## config.mk

```make
export PLATFORM = sky130hd
export DESIGN_NAME = tft_sync_gen
export DESIGN_NICKNAME = d
export VERILOG_FILES = /design/src/rtl/tft_sync_pkg.sv /design/src/rtl/tft_dclk_gen.sv /design/src/rtl/tft_scan_axis.sv /design/src/rtl/tft_pin_drive.sv /design/src/rtl/tft_sync_gen.sv
export SDC_FILE = /design/constraint.sdc
export NUM_CORES = 1
export LEC_CHECK = 0
export BUFFER_PORTS_ARGS = -buffer_cell sky130_fd_sc_hd__buf_2
export CORE_ASPECT_RATIO = 0.7
export CORE_MARGIN = 1.5
export CORE_UTILIZATION = 25
export CTS_CLUSTER_DIAMETER = 30
export DETAILED_ROUTE_END_ITERATION = 12
export REMOVE_ABC_BUFFERS = 1
export SYNTH_ARGS = -nofsm -noshare
export SYNTH_HDL_FRONTEND = slang
export SYNTH_SLANG_ARGS = --single-unit
```

## constraint.sdc

```tcl
create_clock -name clk -period 7.7 [get_ports clk]
set_input_delay 1.54 -clock clk [delete_from_list [all_inputs] [get_ports clk]]
set_output_delay 1.54 -clock clk [all_outputs]
set_load 0.05 [all_outputs]
```

## src/rtl/tft_sync_pkg.sv

```systemverilog
package tft_sync_pkg;

    // Bit positions inside the polarity select input
    localparam int POL_HS = 0;
    localparam int POL_VS = 1;
    localparam int POL_DE = 2;
    localparam int POL_CK = 3;
    localparam int POL_CS = 4;
    localparam int NPOL   = 5;

    // Part of a line or a frame that a scan counter is in
    typedef enum logic [1:0] {
        SEG_SYNC  = 2'd0,
        SEG_BACK  = 2'd1,
        SEG_VIS   = 2'd2,
        SEG_FRONT = 2'd3
    } scan_seg_e;

endpackage

```

## src/rtl/tft_dclk_gen.sv

```systemverilog
module tft_dclk_gen #(
    parameter int CW = 11
) (
    input  logic          clk,
    input  logic          rst_n,
    input  logic          drive_en,
    input  logic [CW-1:0] period,
    input  logic [CW-1:0] start,
    output logic          armed,
    output logic          running,
    output logic          dclk_act,
    output logic          pix_end,
    output logic [CW-1:0] phase,
    output logic [CW-1:0] half
);

    typedef struct packed {
        logic          armed;
        logic          run;
        logic [CW-1:0] wait_cnt;
        logic [CW-1:0] ph;
    } dclk_st_t;

    dclk_st_t      st_d, st_q;
    logic [CW-1:0] per_eff;
    logic [CW-1:0] last_ph;

    always_comb begin
        per_eff = (period < CW'(2)) ? CW'(2) : period;
        half    = per_eff >> 1;
        last_ph = per_eff - CW'(1);

        st_d = st_q;
        if (!drive_en) begin
            st_d = '0;
        end else begin
            st_d.armed = 1'b1;
            if (!st_q.run) begin
                if (st_q.wait_cnt == start) begin
                    st_d.run = 1'b1;
                    st_d.ph  = '0;
                end else begin
                    st_d.wait_cnt = st_q.wait_cnt + CW'(1);
                end
            end else begin
                st_d.ph = (st_q.ph == last_ph) ? '0 : st_q.ph + CW'(1);
            end
        end

        armed    = st_q.armed;
        running  = st_q.run;
        phase    = st_q.ph;
        dclk_act = st_q.run && (st_q.ph >= half);
        pix_end  = st_q.run && (st_q.ph == last_ph);
    end

    always_ff @(posedge clk or negedge rst_n) begin
        if (!rst_n) st_q <= '0;
        else        st_q <= st_d;
    end

endmodule

```

## src/rtl/tft_scan_axis.sv

```systemverilog
module tft_scan_axis
    import tft_sync_pkg::*;
#(
    parameter int SZW = 10,
    parameter int PW  = 8,
    parameter int SWW = 7
) (
    input  logic           clk,
    input  logic           rst_n,
    input  logic           clr,
    input  logic           step,
    input  logic [SZW-1:0] size_m1,
    input  logic [PW-1:0]  back,
    input  logic [PW-1:0]  front,
    input  logic [SWW-1:0] sync_m1,
    output logic           in_sync,
    output logic           in_vis,
    output logic [SZW-1:0] coord,
    output logic           wrap
);

    localparam int POSW = $clog2((1 << SWW) + (1 << SZW) + 2 * (1 << PW));

    typedef struct packed {
        logic [POSW-1:0] pos;
    } axis_st_t;

    axis_st_t        st_d, st_q;
    logic [POSW-1:0] sync_end, vis_beg, vis_end, last_pos;
    scan_seg_e       seg;

    always_comb begin
        sync_end = POSW'(sync_m1) + POSW'(1);
        vis_beg  = sync_end + POSW'(back);
        vis_end  = vis_beg + POSW'(size_m1) + POSW'(1);
        last_pos = vis_end + POSW'(front) - POSW'(1);

        if (st_q.pos < sync_end)     seg = SEG_SYNC;
        else if (st_q.pos < vis_beg) seg = SEG_BACK;
        else if (st_q.pos < vis_end) seg = SEG_VIS;
        else                         seg = SEG_FRONT;

        wrap = step && (st_q.pos == last_pos);

        st_d = st_q;
        if (clr)       st_d.pos = '0;
        else if (wrap) st_d.pos = '0;
        else if (step) st_d.pos = st_q.pos + POSW'(1);

        in_sync = (seg == SEG_SYNC);
        in_vis  = (seg == SEG_VIS);
        coord   = in_vis ? SZW'(st_q.pos - vis_beg) : '0;
    end

    always_ff @(posedge clk or negedge rst_n) begin
        if (!rst_n) st_q <= '0;
        else        st_q <= st_d;
    end

endmodule

```

## src/rtl/tft_pin_drive.sv

```systemverilog
module tft_pin_drive
    import tft_sync_pkg::*;
#(
    parameter int CW  = 11,
    parameter int SHW = 2,
    parameter int DW  = 16,
    parameter int SZW = 10
) (
    input  logic            armed,
    input  logic            running,
    input  logic            h_sync,
    input  logic            v_sync,
    input  logic            h_vis,
    input  logic            v_vis,
    input  logic            dclk_act,
    input  logic [SZW-1:0]  h_coord,
    input  logic [SZW-1:0]  v_coord,
    input  logic [CW-1:0]   phase,
    input  logic [CW-1:0]   half,
    input  logic [SHW-1:0]  setup,
    input  logic [SHW-1:0]  hold,
    input  logic [NPOL-1:0] pol,
    input  logic [DW-1:0]   rgb_in,
    output logic [NPOL-1:0] pins,
    output logic [DW-1:0]   rgb_out,
    output logic [SZW-1:0]  h_coord_out,
    output logic [SZW-1:0]  v_coord_out
);

    logic [NPOL-1:0] act_v;
    logic            de_act;
    logic            in_win;
    logic [CW:0]     ph_lead;
    logic [CW:0]     win_hi;

    always_comb begin
        de_act = running && h_vis && v_vis;
        ph_lead = {1'b0, phase} + (CW + 1)'(setup);
        win_hi  = {1'b0, half} + (CW + 1)'(hold);
        in_win  = (ph_lead >= {1'b0, half}) && ({1'b0, phase} <= win_hi);

        act_v         = '0;
        act_v[POL_HS] = running && h_sync;
        act_v[POL_VS] = running && v_sync;
        act_v[POL_DE] = de_act;
        act_v[POL_CK] = dclk_act;
        act_v[POL_CS] = armed;

        rgb_out     = (de_act && in_win) ? rgb_in : '0;
        h_coord_out = de_act ? h_coord : '0;
        v_coord_out = de_act ? v_coord : '0;
    end

    // Each pin shows its polarity bit when active, its inverse when idle
    for (genvar i = 0; i < NPOL; i++) begin : g_pol
        assign pins[i] = ~(act_v[i] ^ pol[i]);
    end

endmodule

```

## src/rtl/tft_sync_gen.sv

```systemverilog
module tft_sync_gen
    import tft_sync_pkg::*;
#(
    parameter int CW  = 11,
    parameter int SZW = 10,
    parameter int PW  = 8,
    parameter int SWW = 7,
    parameter int SHW = 2,
    parameter int DW  = 16
) (
    input  logic            clk,
    input  logic            rst_n,
    input  logic            drive_en,
    input  logic [CW-1:0]   dclk_period,
    input  logic [CW-1:0]   start_pos,
    input  logic [SZW-1:0]  h_size_m1,
    input  logic [SZW-1:0]  v_size_m1,
    input  logic [PW-1:0]   h_front,
    input  logic [PW-1:0]   h_back,
    input  logic [PW-1:0]   v_front,
    input  logic [PW-1:0]   v_back,
    input  logic [SWW-1:0]  h_sync_m1,
    input  logic [SWW-1:0]  v_sync_m1,
    input  logic [SHW-1:0]  data_setup,
    input  logic [SHW-1:0]  data_hold,
    input  logic [NPOL-1:0] pol_sel,
    input  logic [DW-1:0]   rgb_in,
    output logic            hsync_o,
    output logic            vsync_o,
    output logic            de_o,
    output logic            dclk_o,
    output logic            cs_o,
    output logic [DW-1:0]   rgb_o,
    output logic [SZW-1:0]  h_coord_o,
    output logic [SZW-1:0]  v_coord_o
);

    logic            armed, running, dclk_act, pix_end;
    logic [CW-1:0]   phase, half;
    logic            h_sync, h_vis, h_wrap;
    logic            v_sync, v_vis, v_wrap;
    logic [SZW-1:0]  h_coord, v_coord;
    logic [NPOL-1:0] pins;

    tft_dclk_gen #(.CW(CW)) u_clk (
        .clk      (clk),
        .rst_n    (rst_n),
        .drive_en (drive_en),
        .period   (dclk_period),
        .start    (start_pos),
        .armed    (armed),
        .running  (running),
        .dclk_act (dclk_act),
        .pix_end  (pix_end),
        .phase    (phase),
        .half     (half)
    );

    tft_scan_axis #(.SZW(SZW), .PW(PW), .SWW(SWW)) u_hax (
        .clk     (clk),
        .rst_n   (rst_n),
        .clr     (!running),
        .step    (pix_end),
        .size_m1 (h_size_m1),
        .back    (h_back),
        .front   (h_front),
        .sync_m1 (h_sync_m1),
        .in_sync (h_sync),
        .in_vis  (h_vis),
        .coord   (h_coord),
        .wrap    (h_wrap)
    );

    tft_scan_axis #(.SZW(SZW), .PW(PW), .SWW(SWW)) u_vax (
        .clk     (clk),
        .rst_n   (rst_n),
        .clr     (!running),
        .step    (h_wrap),
        .size_m1 (v_size_m1),
        .back    (v_back),
        .front   (v_front),
        .sync_m1 (v_sync_m1),
        .in_sync (v_sync),
        .in_vis  (v_vis),
        .coord   (v_coord),
        .wrap    (v_wrap)
    );

    tft_pin_drive #(.CW(CW), .SHW(SHW), .DW(DW), .SZW(SZW)) u_pins (
        .armed       (armed),
        .running     (running),
        .h_sync      (h_sync),
        .v_sync      (v_sync),
        .h_vis       (h_vis),
        .v_vis       (v_vis),
        .dclk_act    (dclk_act),
        .h_coord     (h_coord),
        .v_coord     (v_coord),
        .phase       (phase),
        .half        (half),
        .setup       (data_setup),
        .hold        (data_hold),
        .pol         (pol_sel),
        .rgb_in      (rgb_in),
        .pins        (pins),
        .rgb_out     (rgb_o),
        .h_coord_out (h_coord_o),
        .v_coord_out (v_coord_o)
    );

    // A frame wrap needs no action: the vertical counter reloads itself
    logic frame_wrap_unused;
    assign frame_wrap_unused = v_wrap;

    assign hsync_o = pins[POL_HS];
    assign vsync_o = pins[POL_VS];
    assign de_o    = pins[POL_DE];
    assign dclk_o  = pins[POL_CK];
    assign cs_o    = pins[POL_CS];

endmodule

```

**Word level (Yosys, flattened, before mapping)**

Cells that the tools add are included.

- Bits in registers: 46
- Output and inout bits: 41
- Word-level logic and storage cells: 96

- Add/subtract/negate cells: 21
- Reductions and logical operators: 13
- Bitwise operators: 10
- Multiplexer cells: 25
- $lt $le $gt $ge: 10
- Eq/ne operators: 11

Operators with widths:

| operator | number |
|---|---|
| 11-bit two-way mux | 11 |
| 11-bit by 1-bit adder with 11-bit output (second input constant) | 6 |
| 11-bit == test | 4 |
| 11-bit < comparator | 4 |
| 10-bit two-way mux | 4 |
| 11-bit by 1-bit subtractor with 11-bit output (second input constant) | 3 |
| 24-bit two-way mux | 1 |
| 11-bit by 10-bit adder with 11-bit output | 2 |
| 11-bit by 8-bit adder with 11-bit output | 2 |
| 11-bit by 8-bit < comparator with 1-bit output | 2 |
| 10-bit subtractor | 2 |
| 8-bit by 8-bit adder with 9-bit output | 2 |
| 7-bit by 1-bit adder with 8-bit output (second input constant) | 2 |
| 16-bit two-way mux | 1 |
| 11-bit by 2-bit adder with 12-bit output | 1 |
| 12-bit by 10-bit greater-or-equal comparator with 1-bit output | 1 |
| 11-bit by 12-bit less-or-equal comparator with 1-bit output | 1 |
| 12-bit two-way mux | 1 |
| 10-bit by 2-bit adder with 11-bit output | 1 |
| 11-bit by 10-bit greater-or-equal comparator with 1-bit output | 1 |
| 11-bit by 2-bit < comparator with 1-bit output (second input constant) | 1 |
| 1-bit logical AND | 10 |
| 2-bit two-way mux | 4 |
| 3-bit by 1-bit != test with 1-bit output (second input constant) | 2 |
| 8 further kinds | 21 |

**Depth between registers and ports, before layout**

Gate-level depths: netlist of run 1.

- Word-level depth: 13
- Gate-level depth with buffers: 25

**Hierarchy**

Synthesis of run 1 repeated with hierarchy kept, for this count alone.

- Cell total of the unflattened synthesis: 1234
- Area total of the unflattened synthesis: 9960.8 um^2

Modules (own cells, without submodules):

| module | instances | area each (um^2) | sequential area each (um^2) | cells an instance |
|---|---|---|---|---|
| tft_scan_axis at u_vax | 1 | 3169.3 | 275.3 | 407 |
| tft_scan_axis at u_hax | 1 | 3164.3 | 275.3 | 390 |
| tft_dclk_gen | 1 | 2219.6 | 600.6 | 268 |
| tft_pin_drive | 1 | 1403.8 | 0.0 | 168 |
| tft_sync_gen | 1 | 3.8 | 0.0 | 1 |

**Least setup slack after synthesis of run 1**

OpenSTA, ideal clock, no wires.

- Path type: in2out
- Start: input port v_sync_m1[0]
- End: output port h_coord_o[2]
- Slack: -665 ps
- Arrival: 6825 ps
- Stages: 20
- Path buffers: 1
- Required time: 6160 ps
- Path through: ha_1 -> fa_1 -> fa_1 -> a21o_1 -> a21oi_1 -> o21bai_1 -> a21oi_1 -> o21bai_1 -> a21oi_1 -> xnor2_1 -> inv_1 -> ha_1 -> a211o_1 -> nor4_1 -> o31a_1 -> o221ai_1 -> a311oi_1 -> o2111ai_1 -> clkbuf_1 -> nor3_1

- Cells in the longest elaborated chain, start to end: 11
- Elaborated cells between the ends (all ways): 13
- Classes of those cells: add/sub: 4; order compare: 3; eq/ne: 1; mux: 4; reduce/logical: 1

RTL lines:

| element | line | text |
|---|---|---|
| from (decl) | tft_sync_gen.sv:23 | `input logic [SWW-1:0] v_sync_m1,` |
| 7-bit by 1-bit adder with 8-bit output (*) | tft_scan_axis.sv:33 | `sync_end = POSW'(sync_m1) + POSW'(1);` |
| 8-bit by 8-bit adder with 9-bit output | tft_scan_axis.sv:34 | `vis_beg = sync_end + POSW'(back);` |
| 11-bit by 10-bit adder with 11-bit output | tft_scan_axis.sv:35 | `vis_end = vis_beg + POSW'(size_m1) + POSW'(1);` |
| 11-bit by 1-bit adder with 11-bit output | tft_scan_axis.sv:35 |  |
| 11-bit < comparator | tft_scan_axis.sv:40 | `else if (st_q.pos < vis_end) seg = SEG_VIS;` |
| 1-bit two-way mux | tft_scan_axis.sv:40 |  |
| 2-bit two-way mux | tft_scan_axis.sv:39 | `else if (st_q.pos < vis_beg) seg = SEG_BACK;` |
| 2-bit two-way mux (*) | tft_scan_axis.sv:38 | `if (st_q.pos < sync_end) seg = SEG_SYNC;` |
| 2-bit == test (*) | tft_scan_axis.sv:51 | `in_vis = (seg == SEG_VIS);` |
| 1-bit logical AND (*) | tft_pin_drive.sv:37 | `de_act = running && h_vis && v_vis;` |
| 10-bit two-way mux (*) | tft_pin_drive.sv:50 | `h_coord_out = de_act ? h_coord : '0;` |
| to (decl) | tft_sync_gen.sv:34 | `output logic [SZW-1:0] h_coord_o,` |

Every way passes the cells marked *; elsewhere a longest branch is shown, timed or not.

**Final worst setup path of run 1**

- Start: input port v_sync_m1[0]
- End: output port rgb_o[10]

- Cells in the longest elaborated chain, start to end: 12
- Elaborated cells between the ends (all ways): 14
- Classes of those cells: add/sub: 4; order compare: 3; eq/ne: 1; mux: 4; reduce/logical: 2

RTL lines:

| element | line | text |
|---|---|---|
| 7-bit by 1-bit adder with 8-bit output (*) | tft_scan_axis.sv:33 |  |
| 8-bit by 8-bit adder with 9-bit output | tft_scan_axis.sv:34 |  |
| 11-bit by 10-bit adder with 11-bit output | tft_scan_axis.sv:35 |  |
| 11-bit by 1-bit adder with 11-bit output | tft_scan_axis.sv:35 |  |
| 11-bit < comparator | tft_scan_axis.sv:40 |  |
| 1-bit two-way mux | tft_scan_axis.sv:40 |  |
| 2-bit two-way mux | tft_scan_axis.sv:39 |  |
| 2-bit two-way mux (*) | tft_scan_axis.sv:38 |  |
| 2-bit == test (*) | tft_scan_axis.sv:51 |  |
| 1-bit logical AND (*) | tft_pin_drive.sv:37 |  |
| 1-bit logical AND (*) | tft_pin_drive.sv:49 | `rgb_out = (de_act && in_win) ? rgb_in : '0;` |
| 16-bit two-way mux (*) | tft_pin_drive.sv:49 |  |
| to (decl) | tft_sync_gen.sv:33 | `output logic [DW-1:0] rgb_o,` |

Marked as above.

==> flow_summary.yaml, run 1 <==
run_status:
  outcome: "completed"
power_and_ir_drop:
  switching_share: 0.440
  pwr-share-clk: 0.107
  power_frac_seq: 0.119
  p_switching_w: 0.000907
  power_leakage_nw: 5.87
  ir_drop_mv: 0.121
  power_density_nw_per_um2: 175
  power.internal_w: 0.00115
  pwr-share-comb: 0.773
timing:
  tightest_slew_ns: 0.754
  fin_ws_ns: 0.0198
  fmax_mhz: 130
  finalHoldViolCount: 0
  setup_viol_count_final: 0
  slew_headroom: 0.493
  post-route-min-period_ns: 7.68
  drv_slew: 0
  rsz0062_at_grt: "yes"
  fin_crit_sh: 0.997
  clock_skew_ns: 0.0105
cells_and_area:
  n_antenna_cell: 0
  syn2layout_area_growth_pct: 33.2
  layout.nets: 1652
  layout.cells.most_common: "ha_1"
  final_cell_mix: "ha_1 (149), buf_4 (125), inv_1 (118)"
  final_cells: 1838
  num-fill-cells: 3637
  drive_gt1_frac: 0.275
placement:
  io_buffers: 156
  dpl.hpwl_mm: 22.0
  gp_congestion: 0.883
  dp_cells: 1813
  pre_cts_ws_ns: -0.615
routing:
  detail_route.wl_per_cell_um: 14.8
  drt_wl_total_mm: 27.2
  vias: 8683
  drt-vias-per-instance: 4.72
  drt_iter0_drc: 389
  drtAntennaViolNets: 0
  drc: 0
  drtPass1Iterations: 4
clock_network:
  hold_buffers: 0
  cts_buffers: 5
  htree_levels: 2
  cts_tree: "yes"
  root_buffer: "clkbuf_16"
  cts.reportedPaths.clkPinSlew_ns: 0.07
  clkSinkCount: 46
  clockBufferDepth: 2
  clk_latency_ns: 0.29
logic_synthesis:
  ys.flop_type: "dfrtp_1"
  synth_edf_count: 0
  synth_area_um2: 8840
  yosysWarningCount: 0
  syn_avg_cell_area_um2: 7.90
  synth_cell_types: 73
  async_flop_share: 1.00
  synthCells: 1119
  ys_seq_area_frac: 0.130
  ys_ff_latch: 46
global_route:
  first_global_vias: 8154
  overflow: 0
  antenna_found_initial: 1
  grt_max_degree: 47
  grt_pass1_wl_mm: 42.7
  grtUsageTotal: 0.143
setup_path:
  cp.required_ns: 6.16
  path_class: "in -> out"
  cp.arrival_ns: 6.14
  path_max_fanout: 8
  cp-end-kind: "primary output"
  start_kind: "input port"
die:
  initial_core_util: 0.255
  dieArea_um2: 36500
  ios: 157
  rows: 57
  core_area_um2: 34700
  chipHeight_um: 160
  die_w_um: 228
hold_path:
  hold_path_class: "reg -> reg"
flow_run:
  drv_cap: 0
-- registers in the layout (all words and copies together), names as in the netlist --
| name | cells |
|---|---|
| u_clk.armed | 1 |
| u_clk.phase | 11 |
| u_clk.running | 1 |
| u_clk.st_q | 11 |
| u_hax.st_q | 11 |
| u_vax.st_q | 11 |
-- metrics by stage --
stage               cell area, µm²  TNS (ns)  total power [W]  hold WS [ns]  utilization
finish                       11800         0          0.00206         0.631        0.339
global route                 11800     -5.29          0.00227         0.652        0.339
CTS                          11300     -7.01          0.00199         0.631        0.325
detailed placement           10800    -18.97          0.00172         0.617        0.310
global placement             10800    -10.90          0.00169         0.613        0.310
floorplan                     8690    -29.13          0.00128         0.543            -
-- cell usage after synthesis, types with 6 or more instances --
cell | count | share of area
dfrtp_1 | 46 | 0.13
o211ai_1 | 11 | 0.0093
nand3_1 | 31 | 0.018
fa_1 | 10 | 0.023
o21ai_1 | 8 | 0.0045
o21ai_0 | 57 | 0.032
clkbuf_1 | 17 | 0.0072
nand2_1 | 62 | 0.026
a21oi_1 | 54 | 0.031
and3_1 | 17 | 0.012
o21bai_1 | 11 | 0.0093
nand2b_1 | 15 | 0.011
xor2_1 | 68 | 0.067
nor4_1 | 7 | 0.0050
a21o_1 | 31 | 0.026
buf_2 | 6 | 0.0034
inv_1 | 123 | 0.052
nand4_1 | 22 | 0.016
nor3_1 | 16 | 0.0091
a31oi_1 | 12 | 0.0085
a211oi_1 | 8 | 0.0068
xnor2_1 | 80 | 0.079
o21a_1 | 17 | 0.014
ha_1 | 161 | 0.23
nor2_1 | 81 | 0.034
nor2b_1 | 21 | 0.015
and2_1 | 32 | 0.023
-- power by group through the flow --
stage / clock network, W / logic, W / registers [W]
after floorplan: 0 / 0.00103 / 0.000250
after global placement: 0 / 0.00144 / 0.000251
after detailed placement: 0 / 0.00147 / 0.000250
after CTS: 0.000232 / 0.00151 / 0.000246
after global routing: 0.000241 / 0.00178 / 0.000246
final: 0.000221 / 0.00159 / 0.000246
-- area by class of cell --
cell class              count  area (µm²)  share of cell area
clock inverters             3        21.3             0.00181
multi-input cells         923        7570               0.643
repair buffers            265        1850               0.157
flip-flops and latches     46        1150              0.0978
well taps                 472         591              0.0502
clock buffers               5         125              0.0106
inverters                 124         470              0.0400
-- cell families after synthesis --
kind of cell,share of synthesized area
AO/OA/AOI/OAI,0.195
AND/OR/NAND/NOR,0.203
flip-flops,0.130
buffers and inverters,0.0698
multiplexers,0.00113
adder cells (fa/ha/maj),0.252
XOR/XNOR,0.149
-- per-layer routing --
metal | share of wire | track usage
met1 | 0.52 | 0.216
met2 | 0.44 | 0.222
met3 | 0.036 | 0.0142
met4 | 0.0086 | 0.0179
met5 | 0 | 0
-- path summary, 6_finish.rpt --
kind,startpoint,endpoint,slack (ns),cells after the start
hold / removal,u_clk.phase[0]$_DFFE_PN0P_,u_clk.phase[0]$_DFFE_PN0P_,0.63,1
max in group asynchronous,rst_n,u_hax.st_q[0]$_DFFE_PN0P_,5.90,2
min in group asynchronous,rst_n,u_clk.phase[1]$_DFFE_PN0P_,1.36,2
setup reg to reg,u_hax.st_q[1]$_DFFE_PN0P_,u_hax.st_q[4]$_DFFE_PN0P_,4.59,8
setup / recovery,v_sync_m1[0],rgb_o[10],0.02,26
hold reg to reg,u_clk.phase[0]$_DFFE_PN0P_,u_clk.phase[0]$_DFFE_PN0P_,0.63,1
-- worst max-delay path, stage by stage --
cell       delay, ns
buf_8           0.10
ha_4            0.29
ha_4            0.20
a21o_1          0.16
a21oi_2         0.16
o21bai_1        0.11
a21oi_2         0.19
xnor2_2         0.09
ha_2            0.34
buf_4           0.14
o21ai_2         0.07
a21oi_2         0.19
o22ai_4         0.09
buf_4           0.16
xnor2_2         0.19
ha_2            0.31
o21a_1          0.18
o211ai_1        0.16
o31a_1          0.17
o221ai_2        0.09
a311oi_2        0.28
o2111ai_4       0.21
nor3_4          0.26
buf_6           0.15
and2_4          0.15
buf_8           0.14
-- repair_timing --
item | in CTS | in global routing
setup endpoints to repair | 37 | 37
cloned | 1 | 0
buffers inserted | 6 | 10
pin swaps | 33 | 49
hold endpoints to repair | 0 | 0
resized for setup | 102 | 75
Note: power is estimated with default switching activity, not from simulation.
==> run 2: changes to the inputs <==
==> constraint.sdc (replaced) <==
create_clock -name clk -period 7.7 [get_ports clk]
set_input_delay 1.155 -clock clk [delete_from_list [all_inputs] [get_ports clk]]
set_output_delay 1.155 -clock clk [all_outputs]
set_load 0.05 [all_outputs]
==> run 2 against run 1 <==
Against the previous run:
- count of clock-buffer cells in the layout unchanged
- clock power decreased by 3%
- fmax rose by 4.1%
- critical endpoint is now rgb_o[14]
- clock skew is 0.0073 ns lower
- highest routed layer unchanged
==> flow_summary.yaml, run 2 (same netlist as run 1, synthesis figures left out) <==
run_status:
  outcome: "completed"
clock_network:
  root_buffer: "clkbuf_16"
  cts.reportedPaths.clkPinSlew_ns: 0.07
  hold_buffers: 0
  clk_latency_ns: 0.28
  cts_buffers: 5
  cts_tree: "yes"
  clkSinkCount: 46
  htree_levels: 2
  clockBufferDepth: 2
cells_and_area:
  num-fill-cells: 3701
  final_cell_mix: "ha_1 (160), buf_2 (138), inv_1 (123)"
  n_antenna_cell: 0
  layout.nets: 1563
  stdcell_area_um2: 10500
  syn2layout_area_growth_pct: 18.5
  final_cells: 1748
  layout.cells.most_common: "ha_1"
  drive_gt1_frac: 0.173
routing:
  drt_iter0_drc: 501
  drtPass1Iterations: 5
  drt-vias-per-instance: 4.74
  vias: 8278
  drc: 0
  drtAntennaViolNets: 0
  detail_route.wl_per_cell_um: 14.7
  drt_wl_total_mm: 25.8
setup_path:
  slowest_delay_ns: 0.38
  rr_startpoint: "u_hax.st_q[1]$_DFFE_PN0P_"
  slowest_stage: "ha_2"
  cp_top_family: "compound AO/OA/AOI/OAI gates"
  start_kind: "input port"
  cp-end-kind: "primary output"
  critPathLaunch: "v_sync_m1[0]"
  crit_top_cell: "ha_1"
  cp.required_ns: 6.55
  path_class: "in -> out"
  r2r_slack_ns: 4.41
  path_max_fanout: 16
  critical_path.n_buffers_inverters: 4
  cp.arrival_ns: 6.22
global_route:
  grt_max_degree: 47
  grt_pass1_wl_mm: 40.9
  overflow: 0
  antenna_found_initial: 1
  grtUsageTotal: 0.137
  first_global_vias: 7663
power_and_ir_drop:
  power_leakage_nw: 5.29
  ir_drop_mv: 0.0773
  power_density_nw_per_um2: 175
  power_w: 0.00183
hold_path:
  min_from: "u_clk.phase[0]$_DFFE_PN0P_"
  hold_path_class: "reg -> reg"
die:
  ios: 157
  initial_core_util: 0.255
  dieArea_um2: 36500
  rows: 57
  chipHeight_um: 160
  die_w_um: 228
  core_area_um2: 34700
flow_run:
  drv_cap: 0
placement:
  dp_cells: 1739
  dpl-instance-area_um2: 10200
  io_buffers: 156
  dpl.hpwl_mm: 21.7
  gp_congestion: 0.902
timing:
  drv_slew: 0
  rsz0062_at_grt: "yes"
  fin_tns_setup_ns: 0
  finalHoldViolCount: 0
  clock_skew_ns: 0.00317
  holdWs_ns: 0.619
  setup_viol_count_final: 0
  fmax_mhz: 136
  tightest_slew_ns: 0.751
  fin_crit_sh: 0.958
  post-route-min-period_ns: 7.38
  slew_headroom: 0.495
==> run 2: cell types whose count changed in the layout (fill, tap and decap cells not counted), sizes merged <==
cell      change
clkinvlp      -1
clkbuf       +18
buf         -107
==> run 2: where the power goes <==
group          leakage, nW  switching [W]  total (W)  internal, W
clock               0.0694      0.0000960   0.000214     0.000118
sequential           0.638     0.00000301   0.000246     0.000243
combinational         4.58       0.000746    0.00137     0.000625
==> run 2: worst register-to-register path, stage by stage (launching register included) <==
cell     delay, ns
dfrtp_1       0.67
xnor2_1       0.18
nand4_1       0.11
or4_1         0.53
nor4_1        0.54
nand3_1       0.22
nor3_4        0.42
or2b_2        0.40
o21ai_1       0.10
==> run 2: metrics by stage <==
stage | setup WS, ns | utilization
after floorplan | -0.244 | -
after global placement | 0.252 | 0.294
after detailed placement | 0.0819 | 0.294
after CTS | 0.0616 | 0.298
after global routing | -0.0244 | 0.302
final | 0.325 | 0.302
==> run 2: final timing paths <==
kind | endpoint | depth (start not counted)
setup / recovery | rgb_o[14] | 25
hold / removal | u_clk.phase[0]$_DFFE_PN0P_ | 1
setup reg to reg | u_vax.st_q[9]$_DFFE_PN0P_ | 8
hold reg to reg | u_clk.phase[0]$_DFFE_PN0P_ | 1
max in group asynchronous | u_hax.st_q[1]$_DFFE_PN0P_ | 2
min in group asynchronous | u_clk.phase[1]$_DFFE_PN0P_ | 2
==> run 2: routing by layer <==
| metal | global-route usage | vias up | routed length (µm) |
|---|---|---|---|
| met5 | 0 | - | 0 |
| met4 | 0.0127 | 0 | 99 |
| met3 | 0.0124 | 8 | 909 |
| met2 | 0.209 | 154 | 10900 |
| met1 | 0.212 | 3869 | 13900 |
| li1 | - | 4247 | - |
==> run 2: what timing repair did <==
item | in CTS | in global routing
buffers inserted | 0 | 2
endpoints found under the setup margin | 0 | 37
gates resized for setup | 0 | 36
==> run 2: final cells by class <==
type	count	area, µm²	share of cell area
Multi-Input combinational cell	923	7150	0.682
Clock buffer	5	125	0.0119
Sequential cell	46	1150	0.110
Inverter	124	465	0.0444
Timing Repair Buffer	176	983	0.0939
Tap cell	472	591	0.0564
Clock inverter	2	10.0	0.000956
==> run 3: changes to the inputs <==
ABC_AREA = 1   (was not set)
CTS_CLUSTER_DIAMETER = not set   (was 30)
==> run 3 against run 2 <==
Against the previous run:
- clock skew grew 0.0025 ns
- area after synthesis grew 7.2%
- worst setup slack gained 0.27 ns
- largest power group unchanged
- global-route usage grew 0.38 points
- routed wire length grew 8.1%
==> flow_summary.yaml, run 3 <==
global_route:
  grt_max_degree: 47
  grtUsageTotal: 0.140
  grt_pass1_wl_mm: 45.4
  first_global_vias: 9005
  antenna_found_initial: 0
  overflow: 0
routing:
  met3_wirelength_mm: 1.04
  drt_iter0_drc: 398
  drtAntennaViolNets: 0
  detail_route.wl_per_cell_um: 13.5
  highest_layer: "met4"
  drtPass1Iterations: 5
  vias: 9536
  drt_wl_total_mm: 27.9
  drt-vias-per-instance: 4.60
  wl_met1_mm: 14.3
  route.met2.wl_mm: 12.2
  drc: 0
timing:
  tightest_slew_ns: 0.634
  fmax_mhz: 141
  post-route-min-period_ns: 7.11
  slew_headroom: 0.577
  finalHoldViolCount: 0
  fin_tns_setup_ns: 0
  drv_slew: 0
  fin_crit_sh: 0.923
  rsz0062_at_grt: "no"
  clock_skew_ns: 0.00571
  setup_viol_count_final: 0
  holdWs_ns: 0.594
power_and_ir_drop:
  power_density_nw_per_um2: 174
  power_leakage_nw: 6.06
  ir_drop_mv: 0.0995
  power_w: 0.00191
cells_and_area:
  final_cell_mix: "nand2_1 (287), inv_1 (249), ha_1 (161)"
  drive_gt1_frac: 0.137
  layout.nets: 1869
  num-fill-cells: 4013
  layout.cells.most_common: "nand2_1"
  multiInputGateArea_um2: 7240
  n_antenna_cell: 0
  syn2layout_area_growth_pct: 15.8
  seqCellArea_um2: 1150
  final_cells: 2071
die:
  initial_core_util: 0.254
  ios: 157
  chipHeight_um: 166
  core_area_um2: 37300
  dieArea_um2: 39100
  die_w_um: 236
  rows: 59
logic_synthesis:
  ys.flop_type: "dfrtp_1"
  yosysWarningCount: 0
  synth_edf_count: 0
  synth_area_um2: 9470
  ys_ff_latch: 46
  ys_seq_area_frac: 0.122
  syn_avg_cell_area_um2: 6.61
  synthCells: 1433
  synth_cell_types: 49
  async_flop_share: 1.00
  synth_top_cell_by_area: "ha_1"
  synth.area.top_cells: "ha_1 (21%), dfrtp_1 (12%), nand2_1 (11%), inv_1 (9.9%), xor2_1 (9.4%)"
  yosysMostFrequentCell: "nand2_1"
  synth_top_area_frac: 0.213
  synth_commonest_cells: "nand2_1 (287), inv_1 (249), ha_1 (161)"
setup_path:
  cp.arrival_ns: 5.95
  r2r_cells: 12
  cp.required_ns: 6.55
  cp-end-kind: "primary output"
  start_kind: "input port"
  path_class: "in -> out"
  path_max_fanout: 10
clock_network:
  hold_buffers: 0
  cts.reportedPaths.clkPinSlew_ns: 0.06
  htree_levels: 2
  clockBufferDepth: 2
  cts_tree: "yes"
  cts_buffers: 5
  root_buffer: "clkbuf_16"
  clkSinkCount: 46
  clk_latency_ns: 0.29
placement:
  io_buffers: 156
  dpl.hpwl_mm: 23.8
  gp_congestion: 0.880
  dp_cells: 2062
hold_path:
  min_path_cells: 2
  hold_path_class: "reg -> reg"
run_status:
  outcome: "completed"
flow_run:
  drv_cap: 0
## run 3: changes by cell type in the layout (fill, tap and decap cells not counted), sizes merged, moves of 23 or more
cell,previous run,this run
inv,123,256
o21ai,65,42
nand4,22,47
a21o,31,1
xor2,68,102
and2,33,1
xnor2,80,30
nand2,62,296
nand3,31,117
nor2,81,147
## run 3: layout make-up
type,count,area share
clock buffer,7,0.0121
clock inverter,1,0.00274
inverter,257,0.0879
multi-input combinational,1110,0.660
sequential,46,0.105
tap,488,0.0557
timing repair buffer,162,0.0764
## run 3: logic make-up after synthesis
group           after synthesis  share of synthesized area
fa+ha+maj                   171                      0.234
xor+xnor                    133                      0.124
buf+inv                     277                      0.114
flops                        46                      0.121
simple gates                646                      0.311
compound gates              160                     0.0952
## run 3: timing repair
action | 4_1_cts | 5_1_grt
buffers inserted | 0 | 1
hold endpoints to repair | 0 | 0
gates resized for setup | 0 | 0
setup endpoints to repair | 0 | 14
## run 3: final timing paths
path                                             from                          to  slack, ns
max                                      v_sync_m1[0]                h_coord_o[8]       0.59
min                        u_clk.st_q[21]$_DFFE_PN0P_  u_clk.st_q[21]$_DFFE_PN0P_       0.59
max reg2reg                u_clk.phase[4]$_DFFE_PN0P_   u_vax.st_q[2]$_DFFE_PN0P_       5.16
min reg2reg                u_clk.st_q[21]$_DFFE_PN0P_  u_clk.st_q[21]$_DFFE_PN0P_       0.59
max in group asynchronous                       rst_n   u_vax.st_q[1]$_DFFE_PN0P_       6.30
min in group asynchronous                       rst_n       u_clk.armed$_DFF_PN0_       0.96
## run 3: per-stage QoR
stage / setup WS (ns) / area, µm² / util
2_1_floorplan: 0.794 / 9360 / -
3_3_place_gp: 0.541 / 10800 / 0.289
3_5_place_dp: 0.436 / 10800 / 0.289
4_1_cts: 0.412 / 10900 / 0.294
5_1_grt: 0.0533 / 11000 / 0.294
6_report: 0.592 / 11000 / 0.294
## run 3: critical path: stages
cell       delay, ns
buf_2           0.12
ha_1            0.22
xor2_1          0.19
ha_1            0.31
a21oi_1         0.17
nand2_1         0.11
a21oi_1         0.15
o21bai_1        0.11
a21oi_1         0.13
o21ai_0         0.11
xnor2_1         0.22
inv_1           0.07
ha_1            0.33
nand2_1         0.10
a21oi_1         0.05
a211oi_1        0.23
nand4_1         0.14
and2_1          0.21
ha_1            0.18
a2111oi_0       0.51
nand4_1         0.20
nor2_2          0.22
nand3_1         0.13
buf_4           0.20
nor2_1          0.12
buf_2           0.27
## run 3: power by group
| part | leakage, nW | internal, W | switching, W |
|---|---|---|---|
| Clock | 0.0781 | 0.000154 | 0.0000918 |
| Sequential | 0.638 | 0.000243 | 0.00000259 |
| Combinational | 5.34 | 0.000547 | 0.000869 |
| Total | 6.06 | 0.000944 | 0.000964 |
## run 3: routing by layer
layer / vias up / global-route usage
met5: - / 0
met4: 0 / 0.0238
met3: 26 / 0.0138
met2: 192 / 0.225
met1: 4348 / 0.206
li1: 4970 / -
